### src/rtl/dmc_pkg.sv
package dmc_pkg;

  typedef enum logic [1:0] {
    ST_IDLE  = 2'd0,
    ST_LOOK  = 2'd1,
    ST_FILL  = 2'd2,
    ST_WRITE = 2'd3
  } dmc_state_e;

  localparam int unsigned OFS_W = 2;

  // line number taken from a byte address
  function automatic logic [63:0] dmc_index_of(input logic [63:0] addr,
                                               input int unsigned idx_w);
    return (addr >> OFS_W) & ((64'd1 << idx_w) - 64'd1);
  endfunction

  // tag: everything above index and byte offset
  function automatic logic [63:0] dmc_tag_of(input logic [63:0] addr,
                                             input int unsigned idx_w);
    return addr >> (OFS_W + idx_w);
  endfunction

  // word-aligned address for the memory side
  function automatic logic [63:0] dmc_align(input logic [63:0] addr);
    return addr & ~64'd3;
  endfunction

endpackage

### src/rtl/dmc_line_store.sv
module dmc_line_store #(
  parameter int unsigned IDX_W  = 6,
  parameter int unsigned TAG_W  = 24,
  parameter int unsigned DATA_W = 32
) (
  input  logic              clk,
  input  logic              rst_n,
  input  logic              rd_en,
  input  logic [IDX_W-1:0]  rd_idx,
  input  logic              wr_en,
  input  logic [IDX_W-1:0]  wr_idx,
  input  logic [TAG_W-1:0]  wr_tag,
  input  logic [DATA_W-1:0] wr_data,
  output logic              rd_valid,
  output logic [TAG_W-1:0]  rd_tag,
  output logic [DATA_W-1:0] rd_data
);

  localparam int unsigned LINES = 1 << IDX_W;

  logic [LINES-1:0]  valid_bits;
  logic [LINES-1:0]  line_sel;
  logic [TAG_W-1:0]  tag_mem  [LINES];
  logic [DATA_W-1:0] data_mem [LINES];

  // one-hot decode of the written line
  for (genvar g = 0; g < LINES; g++) begin : g_sel
    assign line_sel[g] = wr_en && (wr_idx == IDX_W'(g));
  end

  always_ff @(posedge clk or negedge rst_n) begin
    if (!rst_n) valid_bits <= '0;
    else        valid_bits <= valid_bits | line_sel;
  end

  always_ff @(posedge clk) begin
    if (wr_en) begin
      tag_mem[wr_idx]  <= wr_tag;
      data_mem[wr_idx] <= wr_data;
    end
  end

  // registered read port: line contents one cycle after rd_en
  always_ff @(posedge clk or negedge rst_n) begin
    if (!rst_n) begin
      rd_valid <= 1'b0;
      rd_tag   <= '0;
      rd_data  <= '0;
    end else if (rd_en) begin
      rd_valid <= valid_bits[rd_idx];
      rd_tag   <= tag_mem[rd_idx];
      rd_data  <= data_mem[rd_idx];
    end
  end

  AST_LINE_MARKED: assert property (@(posedge clk) disable iff (!rst_n)
    wr_en |=> valid_bits[$past(wr_idx)]);
  AST_LINE_DATA: assert property (@(posedge clk) disable iff (!rst_n)
    wr_en |=> (data_mem[$past(wr_idx)] == $past(wr_data)) && (tag_mem[$past(wr_idx)] == $past(wr_tag)));

endmodule

### src/rtl/dmc_ctrl.sv
module dmc_ctrl
  import dmc_pkg::*;
(
  input  logic       clk,
  input  logic       rst_n,
  input  logic       cpu_req,
  input  logic       cpu_we,
  input  logic       lookup_hit,
  input  logic       mem_ack,
  output dmc_state_e state,
  output logic       accept_rd,
  output logic       accept_wr,
  output logic       fill_done
);

  dmc_state_e state_q, state_d;
  logic       write_done;

  assign state      = state_q;
  assign accept_rd  = (state_q == ST_IDLE) && cpu_req && !cpu_we;
  assign accept_wr  = (state_q == ST_IDLE) && cpu_req && cpu_we;
  assign fill_done  = (state_q == ST_FILL) && mem_ack;
  assign write_done = (state_q == ST_WRITE) && mem_ack;

  always_comb begin
    state_d = state_q;
    unique case (state_q)
      ST_IDLE:  if (accept_rd) state_d = ST_LOOK;
                else if (accept_wr) state_d = ST_WRITE;
      ST_LOOK:  state_d = lookup_hit ? ST_IDLE : ST_FILL;
      ST_FILL:  if (mem_ack) state_d = ST_IDLE;
      ST_WRITE: if (mem_ack) state_d = ST_IDLE;
      default:  state_d = ST_IDLE;
    endcase
  end

  always_ff @(posedge clk or negedge rst_n) begin
    if (!rst_n) state_q <= ST_IDLE;
    else        state_q <= state_d;
  end

  AST_LOOK_SINGLE: assert property (@(posedge clk) disable iff (!rst_n)
    (state_q == ST_LOOK) |=> (state_q != ST_LOOK));
  AST_DONE_RELEASES: assert property (@(posedge clk) disable iff (!rst_n)
    (fill_done || write_done) |=> (state_q == ST_IDLE));

endmodule

### src/rtl/dm_wordcache.sv
module dm_wordcache
  import dmc_pkg::*;
#(
  parameter int unsigned ADDR_W = 32,
  parameter int unsigned DATA_W = 32,
  parameter int unsigned IDX_W  = 6
) (
  input  logic              clk,
  input  logic              rst_n,
  input  logic              cpu_req,
  input  logic              cpu_we,
  input  logic [ADDR_W-1:0] cpu_addr,
  input  logic [DATA_W-1:0] cpu_wdata,
  output logic              cpu_ready,
  output logic              cpu_rvalid,
  output logic [DATA_W-1:0] cpu_rdata,
  output logic              mem_req,
  output logic              mem_we,
  output logic [ADDR_W-1:0] mem_addr,
  output logic [DATA_W-1:0] mem_wdata,
  input  logic              mem_ack,
  input  logic [DATA_W-1:0] mem_rdata
);

  localparam int unsigned TAG_W = ADDR_W - IDX_W - OFS_W;

  dmc_state_e        state;
  logic              accept_rd, accept_wr, fill_done;
  logic              lookup_hit, lookup_miss;
  logic [ADDR_W-1:0] req_addr_q;
  logic [DATA_W-1:0] req_wdata_q;

  logic [IDX_W-1:0]  cpu_idx, req_idx;
  logic [TAG_W-1:0]  cpu_tag, req_tag;

  logic              st_wr_en;
  logic [IDX_W-1:0]  st_wr_idx;
  logic [TAG_W-1:0]  st_wr_tag;
  logic [DATA_W-1:0] st_wr_data;
  logic              st_rd_valid;
  logic [TAG_W-1:0]  st_rd_tag;
  logic [DATA_W-1:0] st_rd_data;

  assign cpu_idx = IDX_W'(dmc_index_of(64'(cpu_addr), IDX_W));
  assign cpu_tag = TAG_W'(dmc_tag_of(64'(cpu_addr), IDX_W));
  assign req_idx = IDX_W'(dmc_index_of(64'(req_addr_q), IDX_W));
  assign req_tag = TAG_W'(dmc_tag_of(64'(req_addr_q), IDX_W));

  always_ff @(posedge clk or negedge rst_n) begin
    if (!rst_n) begin
      req_addr_q  <= '0;
      req_wdata_q <= '0;
    end else if (accept_rd || accept_wr) begin
      req_addr_q  <= cpu_addr;
      req_wdata_q <= cpu_wdata;
    end
  end

  dmc_ctrl u_ctrl (
    .clk        (clk),
    .rst_n      (rst_n),
    .cpu_req    (cpu_req),
    .cpu_we     (cpu_we),
    .lookup_hit (lookup_hit),
    .mem_ack    (mem_ack),
    .state      (state),
    .accept_rd  (accept_rd),
    .accept_wr  (accept_wr),
    .fill_done  (fill_done)
  );

  // stores write the line at acceptance; fills write it at acknowledge
  assign st_wr_en   = accept_wr || fill_done;
  assign st_wr_idx  = accept_wr ? cpu_idx   : req_idx;
  assign st_wr_tag  = accept_wr ? cpu_tag   : req_tag;
  assign st_wr_data = accept_wr ? cpu_wdata : mem_rdata;

  dmc_line_store #(
    .IDX_W  (IDX_W),
    .TAG_W  (TAG_W),
    .DATA_W (DATA_W)
  ) u_store (
    .clk      (clk),
    .rst_n    (rst_n),
    .rd_en    (accept_rd),
    .rd_idx   (cpu_idx),
    .wr_en    (st_wr_en),
    .wr_idx   (st_wr_idx),
    .wr_tag   (st_wr_tag),
    .wr_data  (st_wr_data),
    .rd_valid (st_rd_valid),
    .rd_tag   (st_rd_tag),
    .rd_data  (st_rd_data)
  );

  assign lookup_hit  = (state == ST_LOOK) && st_rd_valid && (st_rd_tag == req_tag);
  assign lookup_miss = (state == ST_LOOK) && !lookup_hit;

  assign cpu_ready  = (state == ST_IDLE);
  assign cpu_rvalid = lookup_hit || fill_done;
  assign cpu_rdata  = lookup_hit ? st_rd_data : mem_rdata;
  assign mem_req    = (state == ST_FILL) || (state == ST_WRITE);
  assign mem_we     = (state == ST_WRITE);
  assign mem_addr   = ADDR_W'(dmc_align(64'(req_addr_q)));
  assign mem_wdata  = req_wdata_q;

  AST_WT_FOLLOWS: assert property (@(posedge clk) disable iff (!rst_n)
    accept_wr |=> mem_req && mem_we && (mem_wdata == $past(cpu_wdata)));
  AST_MEM_HOLD: assert property (@(posedge clk) disable iff (!rst_n)
    (mem_req && !mem_ack) |=> mem_req && $stable(mem_we) && $stable(mem_addr) && $stable(mem_wdata));
  AST_READ_NEXT: assert property (@(posedge clk) disable iff (!rst_n)
    accept_rd |=> (cpu_rvalid || lookup_miss));
  AST_MISS_FETCH: assert property (@(posedge clk) disable iff (!rst_n)
    lookup_miss |=> mem_req && !mem_we);
  AST_STALL: assert property (@(posedge clk) disable iff (!rst_n)
    mem_req |-> !cpu_ready);

endmodule

### config.mk
export PLATFORM = sky130hd
export DESIGN_NAME = dm_wordcache
export DESIGN_NICKNAME = d
export VERILOG_FILES = /design/src/rtl/dmc_pkg.sv /design/src/rtl/dmc_line_store.sv /design/src/rtl/dmc_ctrl.sv /design/src/rtl/dm_wordcache.sv
export SDC_FILE = /design/constraint.sdc
export NUM_CORES = 2
export LEC_CHECK = 0
export ABC_CLOCK_PERIOD_IN_PS = 14900
export CORE_ASPECT_RATIO = 1.25
export CORE_UTILIZATION = 50
export CTS_CLUSTER_SIZE = 28
export DETAILED_ROUTE_END_ITERATION = 7
export DONT_BUFFER_PORTS = 1
export GPL_TIMING_DRIVEN = 1
export PLACE_DENSITY = 0.64
export SKIP_CTS_REPAIR_TIMING = 1
export SLEW_MARGIN = 20
export SYNTH_ARGS = -nofsm -noshare
export SYNTH_HDL_FRONTEND = slang
export SYNTH_SLANG_ARGS = --single-unit
### constraint.sdc
create_clock -name clk -period 14.9 [get_ports clk]
set_input_delay 2.235 -clock clk [delete_from_list [all_inputs] [get_ports clk]]
set_output_delay 2.235 -clock clk [all_outputs]
set_load 0.005 [all_outputs]
# Word level (Yosys, flattened, before mapping)
# Memories as Yosys holds them, arrays and structs flattened. A register that Yosys moved wholly into a read port is not among the register bits.
# Index checks and enable logic that the tools add are counted.
[word_totals]
inputBits = 101
elab_cells = 172
register_bits = 131
ram_bits = 3584
rom_bits = 0
n_memories = 2
latch_bits = 0
output_inout_bits = 100
[memory_table]
columns = ["name", "depth", "word_bits", "rd", "rd_ports_with_merged_regs", "write_ports", "line", "rtl"]
rows = [
  ["u_store.data_mem", 64, 32, 1, 1, 1, "dmc_line_store.sv:24", "logic [DATA_W-1:0] data_mem [LINES];"],
  ["u_store.tag_mem", 64, 24, 1, 1, 1, "dmc_line_store.sv:23", "logic [TAG_W-1:0] tag_mem [LINES];"],
]
[op_classes]
n_eq_ne = 69
n_lt_le_gt_ge = 1
n_mul = 0
n_addsub = 0
bitwise_logic = 1
reduce_logical = 81
mux = 13
n_div = 0
shifts = 0
[op_table]
columns = ["cell", "n"]
rows = [
  ["$eq 6x6->1 const B", 32],
  ["$eq 6x5->1 const B", 16],
  ["$logic_and 1x1->1", 70],
  ["$mux 32", 2],
  ["$or 64x64->64", 1],
  ["$eq 6x4->1 const B", 8],
  ["$eq 24x24->1", 1],
  ["$eq 6x3->1 const B", 4],
  ["$mux 24", 1],
  ["$eq 6x2->1 const B", 2],
  ["$mux 2", 4],
  ["$lt 6x7->1 const B", 1],
  ["$bmux 1 s6", 1],
  ["$eq 6x1->1 const B", 1],
  ["$logic_not 6->1", 1],
  ["$mux 6", 1],
  ["$pmux 2 s3", 1],
  ["$eq 2x2->1 const B", 2],
  ["$logic_or 1x1->1", 4],
  ["$logic_not 1->1", 3],
  ["$mux 1", 3],
  ["$ne 3x1->1 const B", 1],
  ["$eq 2x1->1 const B", 1],
  ["$logic_not 2->1", 1],
  ["3 further kinds", 3],
]

# Logic depth before layout (Yosys ltp)
[logic_depth]
depth_word = 7
ltp_mapped = 10
mapped_depth_nobuf = 5

# Cells and area by module
# Synthesis repeated with hierarchy kept, for this count alone.
[hier_totals]
cells_unflattened = 7252
hier_area_um2 = 144894.0
[by_module_without_submodules]
columns = ["module", "cells_per_inst", "instances", "area_per_inst_um2", "seq_area_each_um2"]
rows = [
  ["dmc_line_store", 6960, 1, 141044.0, 110651.1],
  ["dm_wordcache", 279, 1, 3732.3, 1551.5],
  ["dmc_ctrl", 13, 1, 117.6, 50.0],
]

# Worst setup path after synthesis
# Ideal clock, no wire load.
[synth_path]
path_type = "in2reg"
from = "input port cpu_req"
to = "memory u_store.data_mem[15][0], enable pin"
setup_ns = 0.471
setup_slack_ns = 8.401
required_ns = 14.429
t_arrival_ns = 6.028
stages = 7
cell_sequence = "nor4bb_4 buf_6 buf_8 mux2_2 or3b_1 buf_2 nor2_1"
[synth_between]
elab_chain_cells = 5
elab_cells_between_ends = 6
cone_classes = "3 x mux; 3 x reduce/logical"
[synth_rtl]
columns = ["element", "line", "rtl"]
rows = [
  ["start, declared", "dm_wordcache.sv:10", "input logic cpu_req,"],
  ["$logic_and 1x1->1 * (2 in a row)", "dmc_ctrl.sv:21", "assign accept_wr = (state_q == ST_IDLE) && cpu_req && cpu_we;"],
  ["$logic_or 1x1->1", "dm_wordcache.sv:73", "assign st_wr_en = accept_wr || fill_done;"],
  ["$mux 1", "dmc_line_store.sv:37", "if (wr_en) begin"],
  ["$mux 1 (not written as such)", "dmc_line_store.sv:39", "data_mem[wr_idx] <= wr_data;"],
  ["end, declared", "dmc_line_store.sv:24", ""],
]
# Every way passes the cells marked *; elsewhere a longest branch is shown, timed or not.

# Final worst setup path
[layout_path]
from = "input port cpu_req"
to = "memory u_store.tag_mem[48][7], enable pin"
[layout_between]
elab_chain_cells = 5
elab_cells_between_ends = 6
cone_classes = "3 x mux; 3 x reduce/logical"
[layout_rtl]
columns = ["element", "line", "rtl"]
rows = [
  ["$logic_and 1x1->1 * (2 in a row)", "dmc_ctrl.sv:21", ""],
  ["$logic_or 1x1->1", "dm_wordcache.sv:73", ""],
  ["$mux 1", "dmc_line_store.sv:37", ""],
  ["$mux 1 (not written as such)", "dmc_line_store.sv:38", "tag_mem[wr_idx] <= wr_tag;"],
  ["end, declared", "dmc_line_store.sv:23", ""],
]
# Marked as above.

==> reports/results.ini <==
[logic_synthesis]
synth_enable_flop_cells = 3584
synthAdderAreaFrac_pct = 0
syn_avg_cell_area_um2 = 22.02
synth_top_flop_cell = edfxtp_1
synth_top_area_share_pct = 74.42
synthMuxAreaShare_pct = 16.90
synthTopCellsByArea = edfxtp_1 74%, mux4_2 13%, dfrtp_1 3.2%
synth.ff_latch_count = 3769
ys.warnings.count = 0
synth_xor_xnor_area_share_pct = 0.1453
synth-async-reset-ratio_pct = 4.908
yosysTopAreaCell = edfxtp_1
yosysMostFrequentCell = edfxtp_1
synthTopCellsByCount = 3,584 x edfxtp_1, 808 x mux4_2, 450 x mux2i_1
synth_top_family_by_area = multiplexers
synth_compound_area_share_pct = 2.293
yosysSeqAreaShare_pct = 77.62
netlist_area_um2 = 144600
synth_simple_gate_area_share_pct = 1.764
synth_cells = 6568
ys_types = 57

[timing]
rsz0062_at_grt = false
fmax_mhz = 137.8
finalHoldViolations = 0
setup_viol = 0
relSlewSlack_pct = 18.18
tns_ns = 0
slew_viol_final = 0
fin_worst_skew_ns = 0.03604
period_minus_slack_ns = 7.255
worstMarginPinSlew_ns = 1.227
finalCritPeriodShare_pct = 48.69

[clocking]
cts_tree = yes
cts_root_buffer = clkbuf_16
cts.sinks = 3769
clk_pin_slew_ns = 0.06
clk_latency_ns = 0.90
htree_levels = 5
clockBufferDepth = 4
cts_buffers = 356

[setup_path]
cp-start-kind = primary input
critPathMaxFanout = 49
timing.rr.start = u_ctrl.state[1]
worstPathArrival_ns = 7.78
cp-end-kind = register
cp-startpoint = cpu_req
crit_type = in -> reg
cp.required_ns = 15.42

[final_layout]
nets = 6830
area_growth_pct = 11.80
drive_above_1_share_pct = 25.09
fin_cells = 10810

[floorplanning]
die_height_um = 603.3
io_pins = 201
dieArea_um2 = 291400
rows = 220
start_util_pct = 50.33
fp.dieW_um = 483.0
core_area_um2 = 287400

[status]
status = completed

[pwr]
comb_power_share_pct = 10.3
pwr-share-seq_pct = 53.3
irDropWorstVdd_mv = 0.1521
power_density_nw_per_um2 = 154.4
clockPowerShare_pct = 36.5
p_switching_uw = 6092
p_leak_uw = 0.05177
p_total_uw = 24960
sw_frac_of_total_pct = 24.40
internal_power_uw = 18870

[grt]
grt.met2_usage_pct = 43.36
grt_use_total_pct = 25.97
grt_overflow_total = 0
use_met3_pct = 4.064
grt_max_degree = 186
met1_usage_pct = 34.18
grt_pass1_vias = 70720
antenna_found_initial = 23
grt_busiest_layer = met2
grt_pass1_wl_mm = 532.9

[drt]
wire_per_inst_um = 35.17
firstDrtPassIters = 5
drt_wl_total_mm = 380.1
drc = 0
via_count = 69400
viasPerCell = 6.421
drtIter0Drc = 8319
antenna_left = 0

[place]
dp_hpwl_mm = 200.1
port_buffers = 0
placed_cells = 10140
gp_congestion = 0.7923

[flow_run]
maxCapViolCount = 0

[worst_hold_path]
hold_class = reg -> reg
hp-start = u_store.valid_bits[23]

[placed cells by master, fill, tap and decap left out, types with 8 or more instances in the layout]
cell,synthesis,final
o21bai_1,9,9
clkinv_2,0,69
xnor2_1,13,13
nand2_1,173,172
clkinv_1,1,64
or2_2,22,21
dfrtp_1,185,185
mux4_2,808,808
buf_4,11,145
mux2_2,155,114
inv_6,0,8
xor2_1,11,11
edfxtp_1,3584,3584
nor2_4,0,68
mux2_4,0,41
or2_1,35,35
mux2i_1,450,450
nand3_1,174,174
a41o_1,53,53
clkbuf_8,0,23
bufinv_16,0,36
clkbuf_1,157,66
buf_16,0,25
diode_2,0,9
clkbuf_16,0,364
clkinvlp_4,0,17
nand3b_1,8,8
a22oi_1,269,269
a21oi_1,109,108
[metal layers]
layer | share of wire [%] | vias to the layer above | wire length (um)
met3 | 7.5 | 678 | 28450
li1 | - | 27890 | -
met1 | 38 | 37620 | 143800
met4 | 4.6 | 2 | 17300
met5 | 0.0047 | - | 18
met2 | 50 | 3198 | 190500
[through the flow]
stage / instance area, um^2 / setup WS [ns] / util [%] / hold slack, ns
after floorplan: 144600 / 8.401 / - / 0.4278
after global placement: 149300 / 6.967 / 51.95 / 0.4414
after detailed placement: 149900 / 7.013 / 52.15 / 0.4454
after CTS: 161500 / 7.889 / 56.19 / 0.4622
after global routing: 161700 / 7.537 / 56.26 / 0.4742
final: 161700 / 7.645 / 56.26 / 0.4651
[path summary, 6_finish.rpt]
check | slack, ns | depth (start not counted) | to
min in group asynchronous | 1.06 | 0 | u_ctrl.state[0]
worst min register to register | 0.47 | 1 | u_store.valid_bits[23]
max in group asynchronous | 12.96 | 0 | mem_wdata[0]
worst max register to register | 8.35 | 7 | u_store.tag_mem[48][7]
worst min-delay path | 0.47 | 1 | u_store.valid_bits[23]
worst max-delay path | 7.64 | 7 | u_store.tag_mem[48][7]
[critical path: stages]
cell and delay, ns:
nor4bb_4 0.55, buf_4 0.43, buf_4 0.90, mux2i_1 0.67
nand3_1 0.82, nor2_4 1.18, buf_4 0.82
[layout make-up]
class	count	area, um^2
Fill cell	21130	125700
Clock inverter	200	1956
Sequential cell	3769	112300
Tap cell	3774	4722
Antenna cell	9	22.52
Inverter	3	11.26
Timing Repair Buffer	171	1797
Clock buffer	453	9673
Multi-Input combinational cell	2428	31250
[power by group through the flow]
stage               Clock [uW]  Sequential, uW  Combinational, uW
floorplan                    0           13300               1550
global placement             0           13500               2350
detailed placement           0           13500               2530
CTS                       9220           13300               2530
global route              9590           13300               2700
finish                    9110           13300               2560
[registers in the layout (all words and copies together), names as in the netlist]
| name | flops |
|---|---|
| u_store.rd_valid | 1 |
| u_store.rd_data | 32 |
| u_store.valid_bits | 64 |
| u_ctrl.state | 2 |
| mem_wdata | 32 |
| u_store.rd_tag | 24 |
| u_store.tag_mem | 1536 |
| u_store.data_mem | 2048 |
| req_addr_q | 30 |
[logic make-up after synthesis]
kind of cell           Yosys count
AO/OA/AOI/OAI                  460
XOR/XNOR                        24
buffers and inverters          372
flip-flops                    3769
multiplexers                  1413
other                            1
AND/OR/NAND/NOR                529
Note: power is estimated with default switching activity, not from simulation.
